===== src/rtl/tie_pkg.sv =====
package tie_pkg;

  typedef enum logic [1:0] {
    ST_IDLE  = 2'd0,
    ST_FIRST = 2'd1,
    ST_RUN   = 2'd2
  } tieState_t;

  typedef struct packed {
    logic clearStats;
    logic loadFirst;
    logic step;
  } tieStrobe_t;

endpackage


===== src/rtl/tie_ctrl.sv =====
module tie_ctrl
  import tie_pkg::*;
#(
  parameter int IDX_W = 16
) (
  input  logic             clk,
  input  logic             rstN,
  input  logic             armIn,
  input  logic             tsValid,
  output tieStrobe_t       strb,
  output logic [IDX_W-1:0] edgeIdx
);

  tieState_t        state, stateNext;
  logic [IDX_W-1:0] nextIdx;

  always_comb begin
    stateNext       = state;
    strb            = '0;
    strb.clearStats = armIn;
    if (armIn) begin
      stateNext = ST_FIRST;
    end else if (tsValid) begin
      case (state)
        ST_FIRST: begin
          strb.loadFirst = 1'b1;
          stateNext      = ST_RUN;
        end
        ST_RUN:  strb.step = 1'b1;
        default: stateNext = state;
      endcase
    end
  end

  assign edgeIdx = strb.loadFirst ? '0 : nextIdx;

  always_ff @(posedge clk) begin
    if (!rstN) begin
      state   <= ST_IDLE;
      nextIdx <= '0;
    end else begin
      state <= stateNext;
      if (strb.loadFirst)  nextIdx <= IDX_W'(1);
      else if (strb.step)  nextIdx <= nextIdx + IDX_W'(1);
    end
  end

endmodule


===== src/rtl/tie_datapath.sv =====
module tie_datapath
  import tie_pkg::*;
#(
  parameter int TS_W   = 32,
  parameter int FRAC_W = 16,
  parameter int PER_W  = 32,
  parameter int ERR_W  = 16,
  parameter int IDX_W  = 16
) (
  input  logic                    clk,
  input  logic                    rstN,
  input  tieStrobe_t              strb,
  input  logic [IDX_W-1:0]        edgeIdx,
  input  logic [TS_W-1:0]         tsData,
  input  logic [PER_W-1:0]        nomPeriod,
  output logic                    errValid,
  output logic signed [ERR_W-1:0] errData,
  output logic [IDX_W-1:0]        errIndex,
  output logic signed [ERR_W-1:0] errMin,
  output logic signed [ERR_W-1:0] errMax,
  output logic                    errOvf
);

  localparam int ACC_W = TS_W + FRAC_W;
  localparam logic signed [TS_W-1:0] SAT_HI = TS_W'((1 << (ERR_W-1)) - 1);
  localparam logic signed [TS_W-1:0] SAT_LO = -TS_W'(1 << (ERR_W-1));

  logic [ACC_W-1:0]        idealAcc;
  logic [ACC_W-1:0]        idealNext;
  logic [PER_W-1:0]        perHeld;
  logic [TS_W-1:0]         idealInt;
  logic signed [TS_W-1:0]  rawDiff;
  logic signed [ERR_W-1:0] satErr;
  logic                    satHit;
  logic                    edgeEvt;

  assign edgeEvt = strb.loadFirst | strb.step;

  always_comb begin
    if (strb.loadFirst) idealNext = {tsData, {FRAC_W{1'b0}}};
    else                idealNext = idealAcc + ACC_W'(perHeld);
  end

  assign idealInt = idealNext[ACC_W-1:FRAC_W];
  assign rawDiff  = $signed(tsData - idealInt);

  always_comb begin
    satHit = 1'b0;
    if (rawDiff > SAT_HI) begin
      satErr = SAT_HI[ERR_W-1:0];
      satHit = 1'b1;
    end else if (rawDiff < SAT_LO) begin
      satErr = SAT_LO[ERR_W-1:0];
      satHit = 1'b1;
    end else begin
      satErr = rawDiff[ERR_W-1:0];
    end
  end

  always_ff @(posedge clk) begin
    if (!rstN) begin
      idealAcc <= '0;
      perHeld  <= '0;
      errValid <= 1'b0;
      errData  <= '0;
      errIndex <= '0;
      errMin   <= '0;
      errMax   <= '0;
      errOvf   <= 1'b0;
    end else begin
      errValid <= edgeEvt;
      if (strb.clearStats) begin
        perHeld <= nomPeriod;
        errMin  <= '0;
        errMax  <= '0;
        errOvf  <= 1'b0;
      end
      if (edgeEvt) begin
        idealAcc <= idealNext;
        errData  <= satErr;
        errIndex <= edgeIdx;
        if (satErr < errMin) errMin <= satErr;
        if (satErr > errMax) errMax <= satErr;
        if (satHit)          errOvf <= 1'b1;
      end
    end
  end

endmodule


===== src/rtl/tie_calc.sv =====
module tie_calc
  import tie_pkg::*;
#(
  parameter int TS_W   = 32,
  parameter int FRAC_W = 16,
  parameter int PER_W  = 32,
  parameter int ERR_W  = 16,
  parameter int IDX_W  = 16
) (
  input  logic                    clk,
  input  logic                    rstN,
  input  logic                    armIn,
  input  logic                    tsValid,
  input  logic [TS_W-1:0]         tsData,
  input  logic [PER_W-1:0]        nomPeriod,
  output logic                    errValid,
  output logic signed [ERR_W-1:0] errData,
  output logic [IDX_W-1:0]        errIndex,
  output logic signed [ERR_W-1:0] errMin,
  output logic signed [ERR_W-1:0] errMax,
  output logic                    errOvf
);

  tieStrobe_t       strb;
  logic [IDX_W-1:0] edgeIdx;

  tie_ctrl #(.IDX_W(IDX_W)) u_ctrl (
    .clk     (clk),
    .rstN    (rstN),
    .armIn   (armIn),
    .tsValid (tsValid),
    .strb    (strb),
    .edgeIdx (edgeIdx)
  );

  tie_datapath #(
    .TS_W   (TS_W),
    .FRAC_W (FRAC_W),
    .PER_W  (PER_W),
    .ERR_W  (ERR_W),
    .IDX_W  (IDX_W)
  ) u_dp (
    .clk       (clk),
    .rstN      (rstN),
    .strb      (strb),
    .edgeIdx   (edgeIdx),
    .tsData    (tsData),
    .nomPeriod (nomPeriod),
    .errValid  (errValid),
    .errData   (errData),
    .errIndex  (errIndex),
    .errMin    (errMin),
    .errMax    (errMax),
    .errOvf    (errOvf)
  );

endmodule


===== config.mk =====
export PLATFORM = sky130hd
export DESIGN_NAME = tie_calc
export DESIGN_NICKNAME = d
export VERILOG_FILES = /design/src/rtl/tie_pkg.sv /design/src/rtl/tie_ctrl.sv /design/src/rtl/tie_datapath.sv /design/src/rtl/tie_calc.sv
export SDC_FILE = /design/constraint.sdc
export NUM_CORES = 1
export LEC_CHECK = 0
export ABC_AREA = 1
export BUFFER_PORTS_ARGS = -buffer_cell sky130_fd_sc_hd__clkbuf_2
export CAP_MARGIN = 25
export CORE_UTILIZATION = 53
export CTS_CLUSTER_DIAMETER = 150
export DETAILED_ROUTE_END_ITERATION = 16
export MAX_ROUTING_LAYER = met4
export PLACE_DENSITY = 0.73
export SYNTH_ARGS = -nofsm -noshare
export SYNTH_HDL_FRONTEND = slang
export SYNTH_SLANG_ARGS = --single-unit

===== constraint.sdc =====
create_clock -name clk -period 10.4 [get_ports clk]
set_input_delay 2.08 -clock clk [delete_from_list [all_inputs] [get_ports clk]]
set_output_delay 2.08 -clock clk [all_outputs]
set_load 0.05 [all_outputs]

## Word level (Yosys, flattened, before mapping)

Index checks and enable logic that the tools add are counted.

- Register bits: 164
- Input port bits: 68
- Output and inout bits: 66
- Logic and storage cells: 54

- Add/subtract/negate cells: 3
- Magnitude comparators: 4
- Equal/unequal tests: 2
- Multiplexer cells: 24
- Bitwise gates (word level): 2
- Reduce and logical (&&, ||, !) cells: 7

Operators by type and width:

| cell | number |
|---|---|
| 16-bit two-way mux | 9 |
| 48-bit by 32-bit adder with 48-bit output | 1 |
| 48-bit two-way mux | 1 |
| 32-bit by 16-bit > comparator with 1-bit output (second input constant) | 1 |
| 32-bit by 16-bit < comparator with 1-bit output (second input constant) | 1 |
| 32-bit subtractor | 1 |
| 16-bit by 1-bit adder with 16-bit output (second input constant) | 1 |
| 16-bit > comparator | 1 |
| 16-bit < comparator | 1 |
| 1-bit two-way mux | 12 |
| 2-bit nonzero test | 3 |
| 2-bit two-way mux | 2 |
| 2-bit AND reduction | 2 |
| 2-bit OR reduction | 2 |
| 2-bit by 1-bit equality test with 1-bit output (second input constant) | 1 |
| 2-bit equality test (second input constant) | 1 |
| 1-bit NOT | 1 |
| 1-bit OR | 1 |

## Logic depth before layout (Yosys ltp)

Gate-level depths: netlist of the first run.

- Word-level depth: 12
- Depth in mapped cells: 58
- Depth with buffers taken out: 57

## Modules after synthesis

A second synthesis of the first run with hierarchy kept.

- Cells, all modules: 2079
- Area, all modules: 12911.1 um^2

By module, submodules not included:

| module | times used | cells an instance | area each (um^2) | seq. area each (um^2) |
|---|---|---|---|---|
| tie_datapath | 1 | 1921 | 11867.6 | 2922.8 |
| tie_ctrl | 1 | 158 | 1043.5 | 360.3 |

## Worst setup path after synthesis of the first run

No wires, ideal clock.

- Path type: input port to flip-flop
- Start: input port armIn
- End: register u_dp.errMax[10]
- Library setup time: 0.115 ns
- Arrival time: 8.195 ns
- Required time: 10.285 ns
- Path slack: 2.089 ns
- Stages: 52
- Path buffers: 7
- Cells stage by stage: buf_2 nor3_1 buf_4 inv_1 buf_2 clkbuf_1 clkbuf_1 o21ai_0 inv_1 ha_1 inv_1 fa_1 nand3_1 nand2_1 nand2_1 o211ai_1 a21o_1 nand2_1 [... 16 more ...] a21oi_1 inv_1 ha_1 a21oi_1 o21ai_0 a21oi_1 nor2_1 o21bai_1 a21oi_1 a2111oi_0 xor2_1 nand2_1 nor2_1 inv_1 buf_1 o21ai_0 o21ai_0 inv_1

- Longest elaborated chain between the ends: 9
- Elaborated cells between the ends (all ways): 12
- Classes of those cells: 1 x add/sub; 3 x order compare; 7 x mux; 1 x bitwise

Ends and longest elaborated chain:

| element | line | text |
|---|---|---|
| start, declared | tie_calc.sv:12 | `input logic armIn,` |
| 2-bit two-way mux * | tie_ctrl.sv:21 | `if (armIn) begin` |
| 48-bit two-way mux * | tie_datapath.sv:40 | `if (strb.loadFirst) idealNext = {tsData, {FRAC_W{1'b0}}};` |
| named net u_dp.idealNext[16] | tie_datapath.sv:29 | `logic [ACC_W-1:0] idealNext;` |
| 32-bit subtractor * | tie_datapath.sv:45 | `assign rawDiff = $signed(tsData - idealInt);` |
| 32-bit by 16-bit < comparator with 1-bit output | tie_datapath.sv:52 | `end else if (rawDiff < SAT_LO) begin` |
| 16-bit two-way mux | tie_datapath.sv:52 |  |
| 16-bit two-way mux * | tie_datapath.sv:49 | `if (rawDiff > SAT_HI) begin` |
| named net u_dp.satErr[3] | tie_datapath.sv:33 | `logic signed [ERR_W-1:0] satErr;` |
| 16-bit > comparator * | tie_datapath.sv:83 | `if (satErr > errMax) errMax <= satErr;` |
| 16-bit two-way mux * | tie_datapath.sv:83 |  |
| 16-bit two-way mux * | tie_datapath.sv:78 | `if (edgeEvt) begin` |
| end signal, assigned | tie_datapath.sv:83 |  |
| end, declared | tie_datapath.sv:20 | `output logic signed [ERR_W-1:0] errMax,` |

The timed path passes the listed nets; every way through them passes the cells marked *.
A chain may end at the register's enable or synchronous reset.

## Worst setup path in the final report of the first run

- Start: input port tsValid
- End: register u_dp.errMax[11]

- Longest elaborated chain between the ends: 10
- Elaborated cells between the ends (all ways): 12
- Classes of those cells: 1 x add/sub; 3 x order compare; 7 x mux; 1 x bitwise

Ends and longest elaborated chain:

| element | line | text |
|---|---|---|
| start, declared | tie_calc.sv:13 | `input logic tsValid,` |
| 2-bit two-way mux * | tie_ctrl.sv:23 | `end else if (tsValid) begin` |
| 2-bit two-way mux * | tie_ctrl.sv:21 |  |
| 48-bit two-way mux * | tie_datapath.sv:40 |  |
| named net u_dp.idealNext[16] | tie_datapath.sv:29 |  |
| 32-bit subtractor * | tie_datapath.sv:45 |  |
| 32-bit by 16-bit < comparator with 1-bit output | tie_datapath.sv:52 |  |
| 16-bit two-way mux | tie_datapath.sv:52 |  |
| 16-bit two-way mux * | tie_datapath.sv:49 |  |
| named net u_dp.satErr[1] | tie_datapath.sv:33 |  |
| 16-bit > comparator * | tie_datapath.sv:83 |  |
| 16-bit two-way mux * | tie_datapath.sv:83 |  |
| 16-bit two-way mux * | tie_datapath.sv:78 |  |

Marks and branches as above.

==> results.tsv, run 1 <==
metric	value	unit
Ports	134	
clk sinks	164	
pre-CTS setup slack	1.43	ns
first drt pass iteration count	5	
GR Overflow Total	0	
Final Wtd Congestion	0.969	
DR vias	12600	
Cell variety after synth	50	
clock-pin slew on the worst setup and hold paths	0.08	ns
H-tree depth	4	
Leakage	6.97	nW
Yosys top cell by area	dfxtp_1	
fmax	114	MHz
initial antenna violation count	0	
total length of routed wires	36800	um
Arr. time, crit path	9.12	ns
Worst Path Required	10.79	ns
Worst Path Max Fanout	18	
min cycle time layout	8.73	ns
MaxCap Viol Count	0	
sequential area share after synthesis	27.0	%
Core Area	22600	um^2
Reg2Reg Setup Slack	2.22	ns
root buf cell	clkbuf_16	
main combinational cell family by area after synthesis	simple AND/OR/NAND/NOR gates	
Initial Utilization	53.8	%
skew final	0.0158	ns
worst reg2reg path depth	49	
power per cell area	136	nW/um^2
#FFs+latches synth	164	
Hold Crit Class	reg -> reg	
syn_area_per_cell	6.24	um^2
WS Path Type	in -> reg	
cell area after synthesis	12100	um^2
Tcrit/Tclk final	84.0	%
post-CTS setup repair buffer count	0	
total negative slack	0	ns
Setup-failing EPs final	0	
final net count	2207	
number of global-route vias before repair	11800	
VDD IR-drop max	0.121	mV
routed vias/inst	5.37	
Synthesized Nets	2102	
detailed-route DRC error count	0	
simple-gate area share of the yosys netlist	34.7	%
share of post-route cells with drive strength above 1	12.2	%
Slowest-stage cell, CP	o21ai_0	
die footprint	23500	um^2
number of buffers inserted by port buffering	133	
Worst Tran Pin Value	0.988	ns
fill count	2299	
die height	153	um
post-cts sizing count	0	
deepest clock path buffer count	2	
final worst slack	1.67	ns
Yosys top cell area share	27.0	%
Clk Latency, worst-skew pair	0.45	ns
area grow syn2layout	12.2	%
Worst setup EP type	flop	
Final ANT Viol Nets	0	
num rows	55	
# diodes	0	
overall global routing resource usage	32.4	%
most used cell, CP	nand2_1	
CTS tree	yes	
largest net degree at the start of global routing	64	
first-pass GRT wire length	58800	um
Startpoint Class	primary input	
TritonCTS buffer count	17	
crit-path max cell delay	0.44	ns
DP HPWL	28500	um
Adder-Cell Fraction of Synth Area	9.19	%
Synth Area in Compound Gates	14.1	%
post-cts hold buffer count	0	
status	complete, no violations	
largest cells by area after synthesis	dfxtp_1, nand2_1, inv_1, ha_1, nor2_1	
drt first-iter violations	839	
Yosys warnings	0	
routed length per instance	15.7	um
Syn Inst Count	1946	
final slew viol count	0	
hold violation count in the final report	0	
Post-Synth XOR/XNOR Area	3.09	%
Slew headroom	34.0	%
unrepaired setup endpoints after global routing	false	
mux contribution to synthesized area	0.742	%
die extent in x	153	um
hold path depth	2	
## Yosys cell counts, drive strengths merged
cell type / n
nand2: 538
inv: 298
nor2: 221
dfxtp: 164
o21ai: 147
nand3: 133
a21oi: 118
ha: 86
clkbuf: 42
nand4: 35
xor2: 32
nor3: 19
a31oi: 13
buf: 13
o22ai: 11
xnor2: 10
mux2i: 9
nand3b: 9
a211oi: 6
and3: 6
o21bai: 5
a21o: 4
clkinv: 4
and2: 3
o32ai: 3
a2111oi: 2
a32o: 2
fa: 2
nor3b: 2
nor4: 2
o31ai: 2
or2: 2
o2111ai: 1
o211ai: 1
o21a: 1
## metal layers
metal | GRT usage, % | part of all wire, % | wire length [um]
met1 | 41.1 | 47 | 17100
met2 | 52.6 | 45 | 16600
met3 | 4.28 | 5.7 | 2110
met4 | 11.8 | 2.7 | 992
met5 | - | 0 | 0
## path summary, 6_finish.rpt
path,start,to
max,tsValid,u_dp.errMax[11]
min,u_ctrl.nextIdx[5],u_ctrl.nextIdx[5]
max reg2reg,u_dp.perHeld[0],u_dp.errMax[11]
min reg2reg,u_ctrl.nextIdx[5],u_ctrl.nextIdx[5]
## through the flow
stage          power (mW)  hold WS [ns]  instances  area [um^2]  utilization, %
2_1_floorplan        1.06         0.439       1946        12100               -
3_3_place_gp         1.19         0.450       2317        13000            57.7
3_5_place_dp         1.20         0.456       2317        13000            57.7
4_1_cts              1.85         0.468       2349        13600            60.3
5_1_grt              1.94         0.486       2349        13600            60.3
6_report             1.85         0.465       2349        13600            60.3
## power by group
group	total [mW]	leakage, nW	switching [mW]	internal, mW
Clock	0.664	0.298	0.318	0.346
Combinational	0.524	5.34	0.361	0.162
Sequential	0.667	1.33	0.0170	0.650
Total	1.85	6.97	0.697	1.16
## cell families after synthesis
family / Yosys count
simple gates: 970
compound gates: 316
xor+xnor: 42
buf+inv: 357
fa+ha+maj: 88
flops: 164
mux: 9
## sequential cells by signal, indices dropped and copies added (netlist names), 2 cells and up
signal and flops:
u_ctrl.nextIdx 16, u_dp.errData 16, u_dp.errIndex 16, u_dp.perHeld 32, u_ctrl.state 2, u_dp.errMax 16, u_dp.idealAcc 48, u_dp.errMin 16
## layout make-up
type / count / area [um^2] / area share, %
multi-input combinational: 1425 / 7520 / 55.2
sequential: 164 / 3280 / 24.1
inverter: 302 / 1130 / 8.32
timing repair buffer: 141 / 726 / 5.33
clock buffer: 17 / 425 / 3.12
tap: 285 / 357 / 2.62
clock inverter: 15 / 179 / 1.31
## worst max-delay path, delay by kind of cell
kind / cells / cell delay [ns]
xor gates and xnor gates: 1 / 0.19
adders and majority gates: 3 / 0.71
buffers and inverters: 9 / 1.40
AOI/OAI and AO/OA: 12 / 2.20
and+or+nand+nor: 24 / 2.53
## cell usage in the layout, fill, tap and decap left out, types with 34 or more instances in the layout
cell type	instances
nand2_1	508
inv_1	289
nor2_1	204
dfxtp_1	164
o21ai_0	142
clkbuf_2	133
nand3_1	120
a21oi_1	114
ha_1	86
nand4_1	34
(Power assumes the default switching activity.)
==> run 2, diff against run 1 <==
==> constraint.sdc (replaced) <==
create_clock -name clk -period 8.2 [get_ports clk]
set_input_delay 1.64 -clock clk [delete_from_list [all_inputs] [get_ports clk]]
set_output_delay 1.64 -clock clk [all_outputs]
set_load 0.05 [all_outputs]
==> run 2 against run 1 <==
  * Clock skew about the same
  * Flip-flop and latch count stayed put
  * Count of clock-buffer cells in the layout rose by 2
  * Core utilization increased by 0.61 points
  * Setup slack worse by 1.0 ns
  * Non-clock buffer count is 16 higher
  * Hold slack better by 0.0025 ns
  * Critical path type is now reg -> reg
  * Largest cell class unchanged
==> results.tsv, run 2 (synthesis gave the netlist of run 1 again) <==
metric	value	unit
status	complete, no violations	
post-cts hold buffer count	0	
Worst Path Max Fanout	14	
clk sinks	164	
Hold Crit Class	reg -> reg	
VDD IR-drop max	0.132	mV
final core occ	61.0	%
Leakage	7.02	nW
pre-CTS setup slack	0.180	ns
total length of routed wires	37400	um
Setup-failing EPs final	0	
Worst setup EP type	flop	
TritonCTS buffer count	17	
Worst Tran Pin Value	1.01	ns
most used cell, CP	nand2_1	
placed cell count	2321	
fmax	132	MHz
final worst slack	0.632	ns
skew final	0.0154	ns
H-tree depth	4	
root buf cell	clkbuf_16	
Core Area	22600	um^2
DP HPWL	28700	um
die height	153	um
crit-path max cell delay	0.41	ns
WS Path Type	reg -> reg	
initial antenna violation count	0	
max reg flops	48	
min cycle time layout	7.57	ns
fill count	2229	
die extent in x	153	um
Final ANT Viol Nets	0	
Initial Utilization	53.8	%
area grow syn2layout	13.3	%
share of post-route cells with drive strength above 1	13.4	%
final slew viol count	0	
deepest clock path buffer count	2	
biggest regs	u_dp.idealAcc: 48 flops, u_dp.perHeld: 32 flops	
detailed-route DRC error count	0	
power per cell area	173	nW/um^2
num rows	55	
Ports	134	
Arr. time, crit path	7.96	ns
Hold WS	0.467	ns
DR vias	12800	
# diodes	0	
CTS tree	yes	
Layout Cells excl Fill	2365	
MaxCap Viol Count	0	
number of global-route vias before repair	11700	
hold violation count in the final report	0	
routed length per instance	15.8	um
GR Overflow Total	0	
Biggest register	u_dp.idealAcc	
overall global routing resource usage	32.7	%
commonest cells after routing, fill and taps aside	nand2_1, inv_1, nor2_1	
Slew headroom	32.5	%
Clk Latency, worst-skew pair	0.45	ns
largest net degree at the start of global routing	53	
first drt pass iteration count	5	
clock-pin slew on the worst setup and hold paths	0.08	ns
commonest non-fill, non-tap cell in the layout	nand2_1	
final net count	2223	
Final Wtd Congestion	0.971	
number of buffers inserted by port buffering	133	
drt first-iter violations	1045	
first-pass GRT wire length	59400	um
routed vias/inst	5.40	
Slowest-stage cell, CP	a21oi_1	
total negative slack	0	ns
Startpoint Class	flop	
die footprint	23500	um^2
Tcrit/Tclk final	92.3	%
Worst Path Required	8.59	ns
## run 2: final timing paths
path / slack (ns) / to / from / cells past startpoint
worst max-delay path: 0.63 / u_dp.errMax[8] / u_dp.perHeld[0] / 48
worst min-delay path: 0.47 / u_ctrl.nextIdx[5] / u_ctrl.nextIdx[5] / 2
worst max register to register: 0.63 / u_dp.errMax[8] / u_dp.perHeld[0] / 48
worst min register to register: 0.47 / u_ctrl.nextIdx[5] / u_ctrl.nextIdx[5] / 2
## run 2: timing repair
item	CTS	global route
setup buffers	0	12
endpoints found under the setup margin	0	32
gates resized for setup	0	13
## run 2: routing by layer
metal	share of wire (%)	vias to the layer above	track usage [%]
li1	-	6498	-
met1	46	5813	42.4
met2	45	410	52.7
met3	6.5	57	4.59
met4	2.3	0	9.76
met5	0	-	-
## run 2: through the flow
stage	power (mW)	instance area, um^2
global placement	1.51	13000
CTS	2.34	13600
finish	2.38	13800
floorplan	1.34	12100
global route	2.50	13800
detailed placement	1.52	13000
## run 2: power by group
group | switching (mW) | total, mW | internal, mW
sequential | 0.0211 | 0.846 | 0.825
combinational | 0.477 | 0.712 | 0.234
clock | 0.403 | 0.826 | 0.423
## run 2: worst max-delay path: cells and delay by family (launching register included)
| family | cells | cell delay, ns |
|---|---|---|
| AO/OA/AOI/OAI | 8 | 1.46 |
| XOR/XNOR | 2 | 0.41 |
| adder cells (fa/ha/maj) | 4 | 1.36 |
| buffers and inverters | 6 | 0.92 |
| flip-flops | 1 | 0.36 |
| multiplexers | 1 | 0.14 |
| AND/OR/NAND/NOR | 27 | 2.84 |
## run 2: cell type report
type,count,area [um^2],area share [%]
clock inverters,13,133,0.964
clock buffers,19,453,3.29
flip-flops and latches,164,3280,23.9
inverters,302,1140,8.27
well taps,285,357,2.59
repair buffers,157,843,6.13
multi-input cells,1425,7550,54.9
